==> src/rtl/cscap_pkg.sv <==
package cscap_pkg;
   localparam int FLAG_CHG  = 0;
   localparam int FLAG_INV  = 1;
   localparam int NUM_FLAGS = 2;
   typedef logic [NUM_FLAGS-1:0] flag_vec_t;
endpackage

==> src/rtl/cscap_assemble.sv <==
// Shadow assembly of the channel-status word, first bit ends in the MSB.
module cscap_assemble #(
   parameter int CS_BITS = 32
) (
   input  logic               clk,
   input  logic               rst_n,
   input  logic               frame_vld,
   input  logic               blk_start,
   input  logic               cbit,
   output logic               load,
   output logic [CS_BITS-1:0] full_word
);
   localparam int CNT_W = $clog2(CS_BITS + 1);
   localparam logic [CNT_W-1:0] LAST_IDX = CNT_W'(CS_BITS - 1);

   logic [CS_BITS-1:0] shadow;
   logic [CNT_W-1:0]   cnt;
   logic               active;

   always_comb begin
      full_word = {shadow[CS_BITS-2:0], cbit};
      load      = frame_vld && active && !blk_start && (cnt == LAST_IDX);
   end

   always_ff @(posedge clk or negedge rst_n) begin
      if (!rst_n) begin
         shadow <= '0;
         cnt    <= '0;
         active <= 1'b0;
      end else if (frame_vld) begin
         if (blk_start) begin
            shadow <= {{(CS_BITS-1){1'b0}}, cbit};
            cnt    <= CNT_W'(1);
            active <= 1'b1;
         end else if (active) begin
            shadow <= full_word;
            cnt    <= cnt + CNT_W'(1);
            if (cnt == LAST_IDX) active <= 1'b0;
         end
      end
   end
endmodule

==> src/rtl/cscap_flag.sv <==
// One sticky interrupt flag; a set in the same cycle as a clear wins.
module cscap_flag (
   input  logic clk,
   input  logic rst_n,
   input  logic set,
   input  logic clr,
   output logic q
);
   always_ff @(posedge clk or negedge rst_n) begin
      if (!rst_n) q <= 1'b0;
      else        q <= set | (q & ~clr);
   end
endmodule

==> src/rtl/cscap_capture.sv <==
module cscap_capture
   import cscap_pkg::*;
#(
   parameter int CS_BITS   = 32,
   parameter bit RD_CLEARS = 1'b1
) (
   input  logic                 clk,
   input  logic                 rst_n,
   input  logic                 frame_vld,
   input  logic                 blk_start,
   input  logic                 cbit,
   input  logic                 vbit,
   input  logic                 rd_stb,
   input  logic                 clr_wr,
   input  logic [NUM_FLAGS-1:0] clr_data,
   input  logic [NUM_FLAGS-1:0] irq_en,
   output logic [CS_BITS-1:0]   cs_word,
   output logic [NUM_FLAGS-1:0] irq_flags,
   output logic                 irq
);
   if (CS_BITS < 2 || CS_BITS > 64) begin : g_bad_width
      $error("cscap_capture: CS_BITS must lie in 2..64");
   end

   logic               load;
   logic [CS_BITS-1:0] full_word;
   flag_vec_t          set_v;
   flag_vec_t          clr_v;

   cscap_assemble #(.CS_BITS(CS_BITS)) u_asm (
      .clk       (clk),
      .rst_n     (rst_n),
      .frame_vld (frame_vld),
      .blk_start (blk_start),
      .cbit      (cbit),
      .load      (load),
      .full_word (full_word)
   );

   always_ff @(posedge clk or negedge rst_n) begin
      if (!rst_n)    cs_word <= '0;
      else if (load) cs_word <= full_word;
   end

   always_comb begin
      set_v           = '0;
      set_v[FLAG_CHG] = load;
      set_v[FLAG_INV] = frame_vld & vbit;
   end

   for (genvar i = 0; i < NUM_FLAGS; i++) begin : g_flag
      if (i == FLAG_CHG && RD_CLEARS) begin : g_rdclr
         assign clr_v[i] = (clr_wr & clr_data[i]) | rd_stb;
      end else begin : g_w1c
         assign clr_v[i] = clr_wr & clr_data[i];
      end
      cscap_flag u_flag (
         .clk   (clk),
         .rst_n (rst_n),
         .set   (set_v[i]),
         .clr   (clr_v[i]),
         .q     (irq_flags[i])
      );
   end

   assign irq = |(irq_flags & irq_en);
endmodule

==> config.mk <==
export PLATFORM = sky130hd
export DESIGN_NAME = cscap_capture
export DESIGN_NICKNAME = d
export VERILOG_FILES = /design/src/rtl/cscap_pkg.sv /design/src/rtl/cscap_assemble.sv /design/src/rtl/cscap_flag.sv /design/src/rtl/cscap_capture.sv
export SDC_FILE = /design/constraint.sdc
export NUM_CORES = 1
export LEC_CHECK = 0
export BUFFER_PORTS_ARGS = -buffer_cell sky130_fd_sc_hd__buf_2
export CAP_MARGIN = 20
export CORE_MARGIN = 2
export CORE_UTILIZATION = 50
export CTS_CLUSTER_DIAMETER = 40
export DETAILED_ROUTE_END_ITERATION = 10
export PLACE_DENSITY = 0.8
export SLEW_MARGIN = 30
export SYNTH_ARGS = -nofsm -noshare
export SYNTH_HDL_FRONTEND = slang
export SYNTH_SLANG_ARGS = --single-unit
==> constraint.sdc <==
create_clock -name clk -period 2.2 [get_ports clk]
set_input_delay 0.33 -clock clk [delete_from_list [all_inputs] [get_ports clk]]
set_output_delay 0.33 -clock clk [all_outputs]
set_load 0.03 [all_outputs]
# Word level (Yosys, flattened, before mapping)
# Index checks and enable logic that the tools add are counted.
# classes
n_addsub	1
n_mul	0
n_div	0
n_lt_le_gt_ge	0
n_eq_ne	1
n_shift	0
muxes	7
bitwise_logic	11
n_reduce_logical	7
# op_table
cell	count
31-bit 2-to-1 mux	2
6-bit 2-to-1 mux	2
6-bit by 1-bit adder with 6-bit output (second input constant)	1
6-bit by 5-bit == test with 1-bit output (second input constant)	1
1-bit AND	5
1-bit logical AND	3
1-bit 2-to-1 mux	3
1-bit bitwise OR	3
2-bit AND	1
1-bit inverter	2
2-bit AND reduction	1
2-bit nonzero test	1
2-bit OR reduction	1
1-bit logical NOT	1
# word_totals
register_bits	72
latch_bits	0
mem_bits_rw	0
romBits	0
inputBits	12
out_inout_bits	35
wordCells	33
n_memories	0

# Logic depth before layout (Yosys ltp)
# Gate-level depths: netlist (run 1).
# logic_depth
depth_word	5
ltp_mapped	5
ltp_nobuf	4

# Hierarchy
# Synthesis (run 1) repeated with hierarchy kept, for this count alone.
# hier_totals
cells_unflattened	187
area_unflattened_um2	2959.1
# modules_own_cells
module	n_inst	cells_per_inst	area_each_um2	seq_area_each_um2
cscap_assemble	1	109	1512.7	950.9
cscap_capture	1	72	1373.8	800.8
cscap_flag	2	3	36.3	25.0

# Worst setup path before layout (run 1)
# OpenSTA, ideal clock, no wires.
# synth_timing
path_kind	flip-flop to flip-flop
start	register u_asm.cnt[0]
end	register cs_word[10]
setup_ns	0.125
arrival_ns	1.522
required_ns	2.075
setup_slack_ns	0.554
path_stages_with_launch	6
path_buffers	1
period_less_slack_ns	1.646
cell_sequence	dfrtp_1 -> ha_1 -> nand2_1 -> nor4_4 -> buf_6 -> mux2_2
# synth_via
elab_chain_cells	2
# synth_lines
element	line_no	source
start: declaration	cscap_assemble.sv:17	logic [CNT_W-1:0] cnt;
start signal: assignment	cscap_assemble.sv:37	cnt <= cnt + CNT_W'(1);
6-bit by 5-bit == test with 1-bit output	cscap_assemble.sv:22	load = frame_vld && active && !blk_start && (cnt == LAST_IDX);
1-bit logical AND	cscap_assemble.sv:22	
end signal: assignment	cscap_capture.sv:42	else if (load) cs_word <= full_word;
end: declaration	cscap_capture.sv:17	output logic [CS_BITS-1:0] cs_word,
# Every way passes these cells.
# A chain may end at the register's enable or synchronous reset.

# Final worst setup path (run 1)
# layout_timing
start	register u_asm.cnt[0]
end	register cs_word[11]
# Same word-level chain as after synthesis.

==> results_dict.tcl, run 1 <==
set metrics [dict create \
    cpMaxStageDelayCell "dfrtp_1" \
    leakage_nw 1.730 \
    wire_per_inst_um 14.96 \
    dieArea_sq_mm 0.006131 \
    r2r-end "cs_word[11]" \
    synth_top_family_by_area "multiplexers" \
    cts_resized 0 \
    synth_xor_area_share_pct 0 \
    multi_input_area_sq_um 870.8 \
    relSlewSlack_pct 75.13 \
    status "finished, violations left" \
    grt_pass1_vias 1637 \
    dieWidth_um 78.30 \
    synth_adder_area_share_pct 0.4533 \
    grt_max_degree 73 \
    cp_data_arrival_time_ns 1.98 \
    final_layout_size_suffix_gt1_share_pct 42.92 \
    drt_iter0_drc 92 \
    clk_latency_ns 0.34 \
    htree_levels 3 \
    numPortBuffers 46 \
    dp_hpwl_um 3028 \
    critPathLaunchType "flip-flop" \
    clock_skew_ns 0.006691 \
    routabilityCongestion 0.7289 \
    ys_seq_elements 72 \
    synth_area_sq_mm 0.002760 \
    area_growth_pct 18.90 \
    die_y_um 78.30 \
    crit_buf_inv 1 \
    num-nets-final 248 \
    cts.sinks 72 \
    grt-ovfl-total 0 \
    synthMuxAreaShare_pct 13.83 \
    period_share_pct 80.20 \
    required_ns 2.42 \
    worstMarginPinSlew_ns 0.3730 \
    grt_setup_unrepaired "false" \
    synth_compound_area_share_pct 13.06 \
    final_cell_mix "dfrtp_1 (72), buf_2 (46), a22o_1 (33)" \
    syn-mean-instance-area_sq_um 15.00 \
    setup.worst_path.class "reg -> reg" \
    ys_seq_area_share_pct 65.28 \
    clkTransAtPathRegs_ns 0.07 \
    violations "hold timing" \
    rows 27 \
    ys_warn_count 0 \
    path_max_fanout 18 \
    maxCapViolCount 0 \
    critPathMaxStageDelay_ns 0.41 \
    rrSetupSlack_ns 0.44 \
    synth_cell_types 26 \
    power.density_mw_per_mm2 788.0 \
    diodes 0 \
    r2r_cells 5 \
    drtPass1Iterations 4 \
    hold_viol 6 \
    final_common_cell "dfrtp_1" \
    ant_nets 0 \
    cts_buffers 9 \
    start_util_pct 51.06 \
    antenna_found_initial 0 \
    ctsRootBufferMaster "clkbuf_8" \
    final_core_util_pct 60.72 \
    drc 0 \
    synth_nets 197 \
    avgViaCountPerCell 5.481 \
    core_area_sq_mm 0.005405 \
    cts_tree "yes" \
    fmax_mhz 566.8 \
    cts_setup_buffers 0 \
    synthCells 184 \
    grt_use_total_pct 16.76 \
    finalCriticalPeriod_ns 1.764 \
    grt_pass1_wl_um 7941 \
    clockBufferDepth 2 \
    fin_hold_ws_ns -0.01637 \
    ioPinCount 47 \
    num_vias 1710 \
    critPathTopFamily "flip-flops" \
    ir_drop_mv 0.4287 \
    setup_violations 0 \
    hp-class "in -> async" \
    yosys.area_share.simple_pct 4.080 \
    cp-end-kind "flip-flop" \
    fill_cells 431 \
    drv_slew 0 \
    path_cells "ha_1 -> nand2_1 -> nor4_4 -> buf_4 -> mux2_2" \
    wl_um 4667 \
    hold_buffers 0 \
    r2r-start "u_asm.cnt[0]" \
    ff_latch_area_sq_mm 0.001802 \
    fin_tns_setup_ns 0 \
]
==> power by group <==
group	switching [mW]	internal [mW]	leakage, nW	total [mW]
Combinational	0.0801	0.0456	0.631	0.126
Clock	0.470	0.617	0.109	1.09
Sequential	0.0267	1.35	0.991	1.37
Total	0.577	2.01	1.73	2.59
==> routing by layer <==
metal	part of all wire, %	wire (um)	global-route usage, %
met1	46	2164	23.78
met2	47	2194	24.14
met3	4.8	224	4.598
met4	1.8	83	7.895
met5	0	0	0
==> cell type report <==
class                           count  share of cell area [%]
Clock buffer                       12                   5.032
Clock inverter                      4                   1.563
Inverter                            4                  0.4575
Multi-Input combinational cell     96                   26.53
Sequential cell                    72                   54.90
Tap cell                           72                   2.745
Timing Repair Buffer               52                   8.769
==> synthesized netlist by cell type (all sizes together) <==
library cell,number,share of area [%]
clkbuf,6,0.82
mux2i,1,0.36
dfrtp,72,65
nor4,1,0.77
a22o,33,10
or4,1,0.27
a21oi,2,0.36
a41oi,1,0.32
buf,6,1.9
nand2,9,1.2
a31o,1,0.32
nand3b,1,0.73
mux2,33,13
o21ai,4,0.72
inv,4,0.54
o41ai,1,0.32
ha,1,0.45
nand3,3,0.54
o31ai,1,0.27
or3,1,0.23
o211ai,1,0.27
and3b,1,0.32
==> state kept, by name, indices dropped and copies added, names as in the netlist <==
register	flops
u_asm.shadow	31
u_asm.active	1
g_flag.u_flag.q	2
u_asm.cnt	6
cs_word	32
==> worst max-delay path by stage <==
stage,startpoint,to,slack [ns],depth (start not counted)
after global routing,u_asm.cnt[0],cs_word[3],0.33,5
after detailed placement,u_asm.cnt[0],cs_word[3],0.44,5
after floorplan,u_asm.cnt[0],cs_word[10],0.55,5
after CTS,u_asm.cnt[0],cs_word[14],0.43,5
final,u_asm.cnt[0],cs_word[11],0.44,5
after global placement,blk_start,cs_word[16],0.50,5
==> per-stage QoR <==
stage / hold slack (ns) / worst slack (ns) / area (sq um) / instances / total power [mW]
after floorplan: 0.03441 / 0.5536 / 2760 / 184 / 1.463
after global placement: 0.3796 / 0.4981 / 3065 / 296 / 1.522
after detailed placement: 0.3821 / 0.4417 / 3065 / 296 / 1.526
after CTS: 0.01326 / 0.4272 / 3282 / 312 / 2.616
after global routing: 0.02372 / 0.3289 / 3282 / 312 / 2.695
final: -0.01637 / 0.4356 / 3282 / 312 / 2.586
==> cell families after synthesis <==
logic type                 after synthesis
and+or+nand+nor                         17
muxes                                   34
AOI/OAI and AO/OA                       44
adders and majority gates                1
DFF                                     72
buffers and inverters                   16
==> worst reg2reg max path, stage by stage, from the launching register on <==
cell,delay [ns]
dfrtp_1,0.41
ha_1,0.25
nand2_1,0.14
nor4_4,0.17
buf_4,0.31
mux2_2,0.37
Power figures use the tool's default switching activity.
==> run 2: changes to the inputs <==
==> constraint.sdc (replaced) <==
create_clock -name clk -period 1.75 [get_ports clk]
set_input_delay 0.2625 -clock clk [delete_from_list [all_inputs] [get_ports clk]]
set_output_delay 0.2625 -clock clk [all_outputs]
set_load 0.03 [all_outputs]
==> run 2 against run 1 <==
Net effect:
- the run now ends clean
- first-iteration DRC count is 66% higher
- setup slack worse by 0.40 ns
- via count is 2.5% higher
- combinational power is 63% higher
- sequential share of layout area is 2.1 points lower
- clock skew hardly changed
- largest cell class unchanged
- worst hold slack better by 0.16 ns
- total power is 25% higher
- sequential cell count stayed put
- critical path type unchanged
==> results_dict.tcl, run 2 (same netlist as run 1, synthesis figures left out) <==
set metrics [dict create \
    rrSetupSlack_ns 0.04 \
    cts.sinks 72 \
    period_share_pct 97.94 \
    crit_start "u_asm.cnt[1]" \
    final_common_cell "dfrtp_1" \
    largest_register_ffs 32 \
    fmax_mhz 583.5 \
    grt_max_degree 73 \
    diodes 0 \
    critPathMaxStageDelay_ns 0.42 \
    required_ns 1.98 \
    clk_latency_ns 0.35 \
    reg.largest.list "cs_word: 32 flops, u_asm.shadow: 31 flops, u_asm.cnt: 6 flops" \
    power.density_mw_per_mm2 948.9 \
    worst-path-stages 6 \
    dieArea_sq_mm 0.006131 \
    relSlewSlack_pct 75.44 \
    grt_use_total_pct 17.66 \
    clockBufferDepth 2 \
    cts_buffers 9 \
    cts_tree "yes" \
    start_util_pct 51.06 \
    wl_um 5262 \
    dp_hpwl_um 2985 \
    critPathTopFamily "flip-flops" \
    status "complete, no violations" \
    hp-class "in -> reg" \
    drv_slew 0 \
    core_area_sq_mm 0.005405 \
    worstMarginPinSlew_ns 0.3684 \
    total_power_mw 3.244 \
    routabilityCongestion 0.7660 \
    ir_drop_mv 0.6673 \
    top_register "cs_word" \
    area_growth_pct 23.84 \
    final_core_util_pct 63.24 \
    numPortBuffers 46 \
    critPathLaunchType "flip-flop" \
    setup_violations 0 \
    hold_viol 0 \
    r2r-start "u_asm.cnt[1]" \
    maxCapViolCount 0 \
    cpMaxStageDelayCell "dfrtp_2" \
    cp_data_arrival_time_ns 1.95 \
    dieWidth_um 78.30 \
    path_cells "ha_4 -> nand2_2 -> nor4_4 -> buf_6 -> clkbuf_16 -> mux2_2" \
    grt_pass1_wl_um 8231 \
    r2r-end "cs_word[15]" \
    final_cell_mix "dfrtp_1 (70), buf_2 (46), a22o_1 (33)" \
    drt_iter0_drc 153 \
    setup.worst_path.class "reg -> reg" \
    r2r_cells 6 \
    avgViaCountPerCell 5.475 \
    drc 0 \
    cp-end-kind "flip-flop" \
    finalCriticalPeriod_ns 1.714 \
    clock_skew_ns 0.006974 \
    ant_nets 0 \
    cp-endpoint "cs_word[15]" \
    rows 27 \
    crit_buf_inv 2 \
    grt_pass1_vias 1712 \
    grt-ovfl-total 0 \
    die_y_um 78.30 \
    num-nets-final 256 \
    leakage_nw 1.780 \
    clkTransAtPathRegs_ns 0.08 \
    drtPass1Iterations 4 \
    antenna_found_initial 0 \
    ioPinCount 47 \
    wire_per_inst_um 16.44 \
    htree_levels 3 \
    final_layout_size_suffix_gt1_share_pct 45.56 \
    path_max_fanout 6 \
    ctsRootBufferMaster "clkbuf_8" \
    num_vias 1752 \
    fin_tns_setup_ns 0 \
]
[run 2: per-stage QoR]
step                      instance area [sq um]  hold WS, ns  instances  worst slack, ns
after detailed placement                   3090       0.3152        296          0.07382
after global routing                       3418       0.1218        320         -0.04353
final                                      3418       0.1400        320          0.03607
after CTS                                  3298       0.1278        313          0.03300
after global placement                     3090       0.3153        296           0.1025
after floorplan                            2760     -0.03309        184           0.1036
[run 2: repair_timing]
item	in CTS	in global routing
setup endpoints to repair	0	32
hold buffers	1	0
gates resized for setup	0	8
setup buffers	0	4
endpoints found under the hold margin	72	0
[run 2: routing by layer]
| metal | wire, um | vias up | track usage (%) |
|---|---|---|---|
| li1 | - | 803 | - |
| met1 | 2459 | 902 | 24.41 |
| met2 | 2487 | 38 | 24.66 |
| met3 | 209 | 9 | 5.632 |
| met4 | 105 | 0 | 10.18 |
| met5 | 0 | - | 0 |
[run 2: layout make-up]
cell class                      instances  area [sq um]
Clock inverter                          5         56.30
Sequential cell                        72          1804
Inverter                                4         15.01
Multi-Input combinational cell         96         885.9
Clock buffer                           11         141.4
Fill cell                             428          1987
Tap cell                               72         90.09
Timing Repair Buffer                   60         425.4
[run 2: worst min-delay path by stage]
stage	startpoint	to	slack [ns]	cells after the start
floorplan	rst_n	cs_word[0]	-0.03	0
global placement	rst_n	u_asm.active	0.32	2
detailed placement	rst_n	u_asm.active	0.32	2
CTS	vbit	g_flag[1].u_flag.q	0.13	2
global route	vbit	g_flag[1].u_flag.q	0.12	2
finish	vbit	g_flag[1].u_flag.q	0.14	2
[run 2: power breakdown]
part / internal (mW) / switching [mW] / leakage (nW)
sequential: 1.70 / 0.0384 / 0.988
clock: 0.695 / 0.610 / 0.0993
combinational: 0.0905 / 0.114 / 0.692
total: 2.48 / 0.763 / 1.78
